--- src/rtl/canirq_pkg.sv ---
package canirq_pkg;

  typedef enum logic [2:0] {
    A_SLOT_STS = 3'd0,
    A_SLOT_MSK = 3'd1,
    A_ERR_STS  = 3'd2,
    A_ERR_MSK  = 3'd3,
    A_REQ_FLG  = 3'd4,
    A_REQ_EN   = 3'd5,
    A_IR       = 3'd6
  } reg_addr_e;

  localparam int unsigned FN_W = 32;

  // Sticky status update: new events are ORed in after the software clear,
  // so a set in the same cycle always survives.
  function automatic logic [FN_W-1:0] sticky_next(
    input logic [FN_W-1:0] cur,
    input logic [FN_W-1:0] set,
    input logic            clr_wr,
    input logic [FN_W-1:0] wdata
  );
    logic [FN_W-1:0] kept;
    kept = clr_wr ? (cur & wdata) : cur;
    return kept | set;
  endfunction

  function automatic logic any_unmasked(
    input logic [FN_W-1:0] sts,
    input logic [FN_W-1:0] msk
  );
    return |(sts & msk);
  endfunction

endpackage

--- src/rtl/canirq_stsbank.sv ---
module canirq_stsbank
  import canirq_pkg::*;
#(
  parameter int unsigned W = 16
) (
  input  logic         clk,
  input  logic         rst_n,
  input  logic [W-1:0] set_i,
  input  logic         sts_wr_i,
  input  logic         msk_wr_i,
  input  logic [W-1:0] wdata_i,
  output logic [W-1:0] sts_o,
  output logic [W-1:0] msk_o,
  output logic         hit_o
);

  logic [FN_W-1:0] sts_nx_full;

  always_comb begin
    sts_nx_full = sticky_next(FN_W'(sts_o), FN_W'(set_i), sts_wr_i, FN_W'(wdata_i));
  end

  always_ff @(posedge clk) begin
    if (!rst_n) begin
      sts_o <= '0;
      msk_o <= '0;
    end else begin
      sts_o <= sts_nx_full[W-1:0];
      if (msk_wr_i) msk_o <= wdata_i;
    end
  end

  assign hit_o = any_unmasked(FN_W'(sts_o), FN_W'(msk_o));

endmodule

--- src/rtl/canirq_edge.sv ---
module canirq_edge (
  input  logic clk,
  input  logic rst_n,
  input  logic lvl_i,
  output logic rise_o
);

  logic lvl_q;

  always_ff @(posedge clk) begin
    if (!rst_n) lvl_q <= 1'b0;
    else        lvl_q <= lvl_i;
  end

  assign rise_o = lvl_i & ~lvl_q;

endmodule

--- src/rtl/canirq_fanout.sv ---
module canirq_fanout #(
  parameter int unsigned N_REQ = 3
) (
  input  logic             clk,
  input  logic             rst_n,
  input  logic             rise_i,
  input  logic             flg_wr_i,
  input  logic             en_wr_i,
  input  logic             ir_wr_i,
  input  logic [N_REQ-1:0] wdata_i,
  output logic [N_REQ-1:0] flags_o,
  output logic [N_REQ-1:0] en_o,
  output logic [N_REQ-1:0] ir_o,
  output logic             accept_o
);

  // An edge counts only when every request flag has been cleared.
  assign accept_o = rise_i & ~(|flags_o);

  always_ff @(posedge clk) begin
    if (!rst_n) begin
      flags_o <= '0;
      en_o    <= '0;
    end else begin
      if (accept_o)      flags_o <= '1;
      else if (flg_wr_i) flags_o <= flags_o & wdata_i;
      if (en_wr_i) en_o <= wdata_i;
    end
  end

  for (genvar j = 0; j < N_REQ; j++) begin : g_ir
    always_ff @(posedge clk) begin
      if (!rst_n)                      ir_o[j] <= 1'b0;
      else if (accept_o && en_o[j])    ir_o[j] <= 1'b1;
      else if (ir_wr_i && !wdata_i[j]) ir_o[j] <= 1'b0;
    end
  end

endmodule

--- src/rtl/canirq_agg.sv ---
module canirq_agg
  import canirq_pkg::*;
#(
  parameter int unsigned N_SLOTS = 16,
  parameter int unsigned N_ERR   = 3,
  parameter int unsigned N_REQ   = 3,
  parameter int unsigned AW      = 3
) (
  input  logic               clk,
  input  logic               rst_n,
  input  logic [N_SLOTS-1:0] slot_evt,
  input  logic [N_ERR-1:0]   err_evt,
  input  logic               wr_en,
  input  logic [AW-1:0]      wr_addr,
  input  logic [N_SLOTS-1:0] wr_data,
  input  logic [AW-1:0]      rd_addr,
  output logic [N_SLOTS-1:0] rd_data,
  output logic               irq_line,
  output logic [N_REQ-1:0]   ir_out
);

  localparam int unsigned DW = N_SLOTS;

  logic [N_SLOTS-1:0] slot_sts, slot_msk;
  logic [N_ERR-1:0]   err_sts, err_msk;
  logic [N_REQ-1:0]   req_flags, req_en;
  logic               slot_hit, err_hit;
  logic               req_rise, req_accept;

  logic wr_slot_sts, wr_slot_msk, wr_err_sts, wr_err_msk;
  logic wr_flg, wr_en_reg, wr_ir;

  assign wr_slot_sts = wr_en && (wr_addr == A_SLOT_STS);
  assign wr_slot_msk = wr_en && (wr_addr == A_SLOT_MSK);
  assign wr_err_sts  = wr_en && (wr_addr == A_ERR_STS);
  assign wr_err_msk  = wr_en && (wr_addr == A_ERR_MSK);
  assign wr_flg      = wr_en && (wr_addr == A_REQ_FLG);
  assign wr_en_reg   = wr_en && (wr_addr == A_REQ_EN);
  assign wr_ir       = wr_en && (wr_addr == A_IR);

  canirq_stsbank #(.W(N_SLOTS)) u_slot (
    .clk(clk), .rst_n(rst_n), .set_i(slot_evt),
    .sts_wr_i(wr_slot_sts), .msk_wr_i(wr_slot_msk), .wdata_i(wr_data),
    .sts_o(slot_sts), .msk_o(slot_msk), .hit_o(slot_hit)
  );

  canirq_stsbank #(.W(N_ERR)) u_err (
    .clk(clk), .rst_n(rst_n), .set_i(err_evt),
    .sts_wr_i(wr_err_sts), .msk_wr_i(wr_err_msk), .wdata_i(wr_data[N_ERR-1:0]),
    .sts_o(err_sts), .msk_o(err_msk), .hit_o(err_hit)
  );

  assign irq_line = slot_hit | err_hit;

  canirq_edge u_edge (
    .clk(clk), .rst_n(rst_n), .lvl_i(irq_line), .rise_o(req_rise)
  );

  canirq_fanout #(.N_REQ(N_REQ)) u_fan (
    .clk(clk), .rst_n(rst_n), .rise_i(req_rise),
    .flg_wr_i(wr_flg), .en_wr_i(wr_en_reg), .ir_wr_i(wr_ir),
    .wdata_i(wr_data[N_REQ-1:0]),
    .flags_o(req_flags), .en_o(req_en), .ir_o(ir_out), .accept_o(req_accept)
  );

  always_comb begin
    case (rd_addr)
      A_SLOT_STS: rd_data = slot_sts;
      A_SLOT_MSK: rd_data = slot_msk;
      A_ERR_STS:  rd_data = DW'(err_sts);
      A_ERR_MSK:  rd_data = DW'(err_msk);
      A_REQ_FLG:  rd_data = DW'(req_flags);
      A_REQ_EN:   rd_data = DW'(req_en);
      A_IR:       rd_data = DW'(ir_out);
      default:    rd_data = '0;
    endcase
  end

endmodule

--- config.mk ---
export PLATFORM = sky130hd
export DESIGN_NAME = canirq_agg
export DESIGN_NICKNAME = d
export VERILOG_FILES = /design/src/rtl/canirq_pkg.sv /design/src/rtl/canirq_stsbank.sv /design/src/rtl/canirq_edge.sv /design/src/rtl/canirq_fanout.sv /design/src/rtl/canirq_agg.sv
export SDC_FILE = /design/constraint.sdc
export NUM_CORES = 1
export LEC_CHECK = 0
export BUFFER_PORTS_ARGS = -buffer_cell sky130_fd_sc_hd__buf_2
export CAP_MARGIN = 20
export CORE_MARGIN = 5
export CORE_UTILIZATION = 46
export DETAILED_ROUTE_END_ITERATION = 10
export GPL_ROUTABILITY_DRIVEN = 0
export PLACE_DENSITY = 0.71
export SLEW_MARGIN = 20
export SYNTH_ARGS = -nofsm -noshare
export SYNTH_HDL_FRONTEND = slang
export SYNTH_HIERARCHICAL = 1
export SYNTH_SLANG_ARGS = --single-unit
export TNS_END_PERCENT = 10
--- constraint.sdc ---
create_clock -name clk -period 4.9 [get_ports clk]
set_clock_uncertainty 0.05 [all_clocks]
set_input_delay 0.245 -clock clk [delete_from_list [all_inputs] [get_ports clk]]
set_output_delay 0.245 -clock clk [all_outputs]
set_load 0.02 [all_outputs]
Yosys cells after proc, flatten, opt, wreduce, memory -nomap -nowiden

Cells that the tools add are included.

Bits in registers: 48
Bits of input ports: 44

Reduce and logical (&&, ||, !) cells: 25
Equality and inequality tests: 12
Bitwise operators: 12
Muxes and demuxes: 11

Operator list:

| kind                                           | count |
|---|---|
| case mux 16 bit (7 select lines)               | 1 |
| OR reduction 32 bit                            | 2 |
| AND 16 bit                                     | 2 |
| == test 3 bit (second input constant)          | 6 |
| two-way mux 16 bit                             | 1 |
| bitwise OR 16 bit                              | 1 |
| logical AND 1 bit                              | 13 |
| == test 3 x 2 -> 1 bit (second input constant) | 4 |
| AND 3 bit                                      | 3 |
| two-way mux 3 bit                              | 3 |
| nonzero test 2 bit                             | 4 |
| == test 3 x 1 -> 1 bit (second input constant) | 2 |
| zero test 3 bit                                | 2 |
| two-way mux 1 bit                              | 6 |
| zero test 1 bit                                | 3 |
| bitwise OR 3 bit                               | 1 |
| OR reduction 3 bit                             | 1 |
| AND 1 bit                                      | 2 |
| NOT 1 bit                                      | 2 |
| bitwise OR 1 bit                               | 1 |

Depth between registers and ports, before layout

Depth in word-level cells: 7
Gate-level depth with buffers: 9

Cells and area by module

The synthesis kept the hierarchy.

By module, submodules not included:

| module                  | cells each | area an instance (um^2) | times used |
|---|---|---|---|
| canirq_stsbank (u_slot) | 127        | 1,311.3                 | 1 |
| canirq_agg              | 70         | 501.7                   | 1 |
| canirq_fanout           | 34         | 351.6                   | 1 |
| canirq_stsbank (u_err)  | 23         | 229.0                   | 1 |
| canirq_edge             | 3          | 40.0                    | 1 |

Least setup slack after synthesis

No wires, ideal clock.

Kind: register -> register
Start point: reg u_slot.sts_o[8]
End point: reg u_fan.ir_o[0]
Stages on the path, launching flop included: 10
Library setup time: 0.123 ns
Data arrival time: 1.650 ns
Data required time: 4.727 ns
Setup slack: 3.078 ns
Cell sequence: dfxtp_1 a22o_1 a221oi_1 nand4_1 or2_2 nor2b_4 or4b_4 inv_2 nand2_1 a21boi_2

Longest elaborated chain between the ends: 7
Elaborated cells between the ends (all ways): 8
Those cells by class: mux: 1; bitwise: 4; reduce/logical: 3

RTL lines:

| element                                                 | line                 | source |
|---|---|---|
| from (decl)                                             | canirq_stsbank.sv:12 | `output logic [W-1:0] sts_o,` |
| from (signal assigned)                                  | canirq_stsbank.sv:28 | `sts_o <= sts_nx_full[W-1:0];` |
| AND 16 bit *                                            | canirq_pkg.sv:32     | `return \|(sts & msk);` |
| OR reduction 32 bit *                                   | canirq_pkg.sv:32     |  |
| named net slot_hit                                      | canirq_agg.sv:27     | `logic slot_hit, err_hit;` |
| bitwise OR 1 bit *                                      | canirq_agg.sv:53     | `assign irq_line = slot_hit \| err_hit;` |
| named net irq_line                                      | canirq_agg.sv:18     | `output logic irq_line,` |
| AND 1 bit *                                             | canirq_edge.sv:15    | `assign rise_o = lvl_i & ~lvl_q;` |
| named net req_rise                                      | canirq_agg.sv:28     | `logic req_rise, req_accept;` |
| AND 1 bit *                                             | canirq_fanout.sv:18  | `assign accept_o = rise_i & ~(\|flags_o);` |
| named net req_accept                                    | canirq_agg.sv:28     |  |
| logical AND 1 bit *                                     | canirq_fanout.sv:34  | `else if (accept_o && en_o[j]) ir_o[j] <= 1'b1;` |
| two-way mux 1 bit or nonzero test 2 bit (tied branches) | -                    |  |
| to (signal, indexed assignment)                         | canirq_fanout.sv:33  | `if (!rst_n) ir_o[j] <= 1'b0;` |
| to (signal, indexed assignment)                         | canirq_fanout.sv:34  |  |
| to (signal, indexed assignment)                         | canirq_fanout.sv:35  | `else if (ir_wr_i && !wdata_i[j]) ir_o[j] <= 1'b0;` |
| to (decl)                                               | canirq_fanout.sv:13  | `output logic [N_REQ-1:0] ir_o,` |

The timed path passes the listed nets; every way through them passes the cells marked *.
A chain may end at the register's enable or synchronous reset.

Worst setup path in the final report

Start point: reg u_slot.sts_o[13]
End point: out irq_line

Longest elaborated chain between the ends: 3

RTL lines:

| element             | line |
|---|---|
| AND 16 bit          | canirq_pkg.sv:32 |
| OR reduction 32 bit | canirq_pkg.sv:32 |
| named net slot_hit  | canirq_agg.sv:27 |
| bitwise OR 1 bit    | canirq_agg.sv:53 |
| to (decl)           | canirq_agg.sv:18 |

The timed path passes the listed nets, and every way through them passes these cells.

==> metrics.txt <==
clk_lat worst skew=300 ps; Routed Wire Length=5889 um; fill count=506; element type at the critical path end=output pin; Slew HR=27.46%; Pwr per Cell Area=280.5 mW/mm2; wire length per cell=15.22 um; leak pwr=1.153 nW; Period Utilization, post-route=44.04%; Hold Crit Class=in2reg; Peak Freq=0.4634 GHz; Initial Utilization=47.65%; Critical Path Source=u_slot/sts_o[13]; Cell Area, Placed=0.002739 mm2; GRT met2 Usage=29.49%; die area=0.006845 mm2; CP Launch Type=flop; Die H=82.74 um; hold violation count in the final report=0; share of layout cells above drive strength 1=26.81%; Final #Nets=361; Hold-fix buffers, CTS=0; combinational share of power=14.4%; vias in the first global route=1942; Max Root-Sink Buffers=2; met3 Usage GRT=3.905%; worst-margin pin slew=1087 ps; Required @ worst endpoint=4610 ps; Post-synth EDFFs=0; DRC violations left=0; global-route wire length before repair=9266 um; Synth async-reset ratio=0%; worst vdd ir=126.0 uV; Core Region=0.005107 mm2; final setup TNS=0 ps; P_sw=0.2045 mW; unrepaired setup endpoints after global routing=false; max cap viols=0; CP max FO=3; area of the mapped netlist=0.002434 mm2; synth-to-layout area growth=16.50%; post-synthesis register bit count=48; vias per cell=5.142; post-synth cell types=33; clk sinks=48; drt pass-1 iters=4; register area share after synthesis=39.49%; pin count of the biggest net entering global routing=49; cells after synthesis=257; yosys warns=6; hold wc startpoint=slot_evt[6]; Post-Syn Nets=301; IO buf count=63; via count=1990; FF-to-FF Start=u_slot/sts_o[13]; met1 usage=22.64%; min Tclk post-route=2158 ps; worst setup margin=2742 ps; DR iter-0 viols=95; clock share of power=32.0%; postcts setup bufs=0; Die W=82.74 um; fin util=55.51%; final non-filler cell area=0.002835 mm2; CTS H-tree lvls=2; Clock Tree Root=clkbuf_8; Flop pwr share=53.5%; Clock transition at path regs=90 ps; n_diodes=0; outcome=completed; row cnt=26; Top Ports=64; GR peak layer=met2; crit path DAT=1860 ps; Num CTS Buffers=5; Avg Cell Area, Syn=9.469 um2; CTS tree=done; P_int=0.5906 mW; All-Layer GR Usage=17.88%; fin. max-slew vios=0; worst slack, placed=2864 ps; Antenna Violating Nets Remaining=0; hpwl dp=4195 um; Critical Setup Path Class=reg2out; top_reg_cell synth=dfxtp_1; total gr overflow=0; sw frac=25.72%; CTS resizes=0; initial antenna violation count=0; final setup vio count=0; final hold slack=119.1 ps
## synth_stat cells (2+ instances only)
master    number  area share [%]
a22o_1         4             1.4
clkbuf_1       3            0.46
buf_6          5             2.3
o221ai_1       2            0.72
inv_1          4            0.62
nand2_1        8             1.2
mux2_2         3             1.4
o21ai_0       10             2.1
nor3b_1        3            0.93
a21boi_0       3            0.93
nor2_1        21             3.2
a21boi_2       3             1.4
a21oi_1       18             3.7
nand3_1        2            0.41
nor2b_1       39              10
mux2i_1       41              17
nor3_1         2            0.41
a221oi_1       4             1.4
buf_12         2             1.6
o21a_1         2            0.62
dfxtp_1       48              39
nand2b_1      19             4.9
## critical path: stages, from the launching register on
cell      delay (ps)
dfxtp_1          330
a22o_1           230
a221oi_1         320
nand4_1          180
or2_2            330
buf_2            170
## metal layers
layer | vias to the layer above | wire [um]
li1 | 1004 | -
met1 | 934 | 2714
met2 | 45 | 2877
met3 | 7 | 217
met4 | 0 | 78
met5 | - | 0
## power groups by stage
stage | logic (mW) | registers (mW) | clock network [mW]
floorplan | 0.0784 | 0.429 | 0
global placement | 0.113 | 0.434 | 0
detailed placement | 0.115 | 0.434 | 0
CTS | 0.115 | 0.425 | 0.262
global route | 0.126 | 0.428 | 0.279
finish | 0.115 | 0.426 | 0.255
## flip-flops by register name (all words and copies together), names as in the netlist
name           cells
u_fan/flags_o      3
u_err/msk_o        3
u_fan/en_o         3
u_slot/sts_o      16
u_edge/lvl_q       1
u_fan/ir_o         3
u_slot/msk_o      16
u_err/sts_o        3
## stage by stage
step	power [mW]	cells
after floorplan	0.5078	257
after global placement	0.5467	380
after detailed placement	0.5496	380
after CTS	0.8026	387
after global routing	0.8332	387
final	0.7952	387
## final timing paths
check,endpoint,slack (ps),cells after the start
max reg2reg,u_fan/ir_o[2],2830,9
min,u_slot/sts_o[6],120,3
min reg2reg,u_fan/ir_o[0],460,2
max,irq_line,2740,5
## cell type report
class	instances	area (um2)	share of cell area, %
clock buffer	7	96.34	3.398
inverter	5	18.77	0.6620
multi-input combinational	193	1349	47.57
sequential	48	960.9	33.89
tap	70	87.58	3.089
timing repair buffer	64	322.8	11.39
## cell usage in the layout, fill, tap and decap left out, types with 2 or more instances in the layout
cell type and count:
buf_2 63, dfxtp_1 48, mux2i_1 41, nor2b_1 39, nor2_1 20, nand2b_1 19, a21oi_1 18, o21ai_0 10
nand2_1 8, clkbuf_8 7, inv_1 4, a22o_1 4, a221oi_1 4, mux2_2 3, nor3b_1 3, a21boi_0 3
a21boi_2 3, nand3_1 2, o21a_1 2, o221ai_1 2
## kinds of logic after synthesis
family,share of synthesized area [%]
buffers and inverters,5.398
AO/OA/AOI/OAI,13.11
multiplexers,18.25
AND/OR/NAND/NOR,23.75
flip-flops,39.49
No activity file was read; power rests on OpenSTA's default activity.
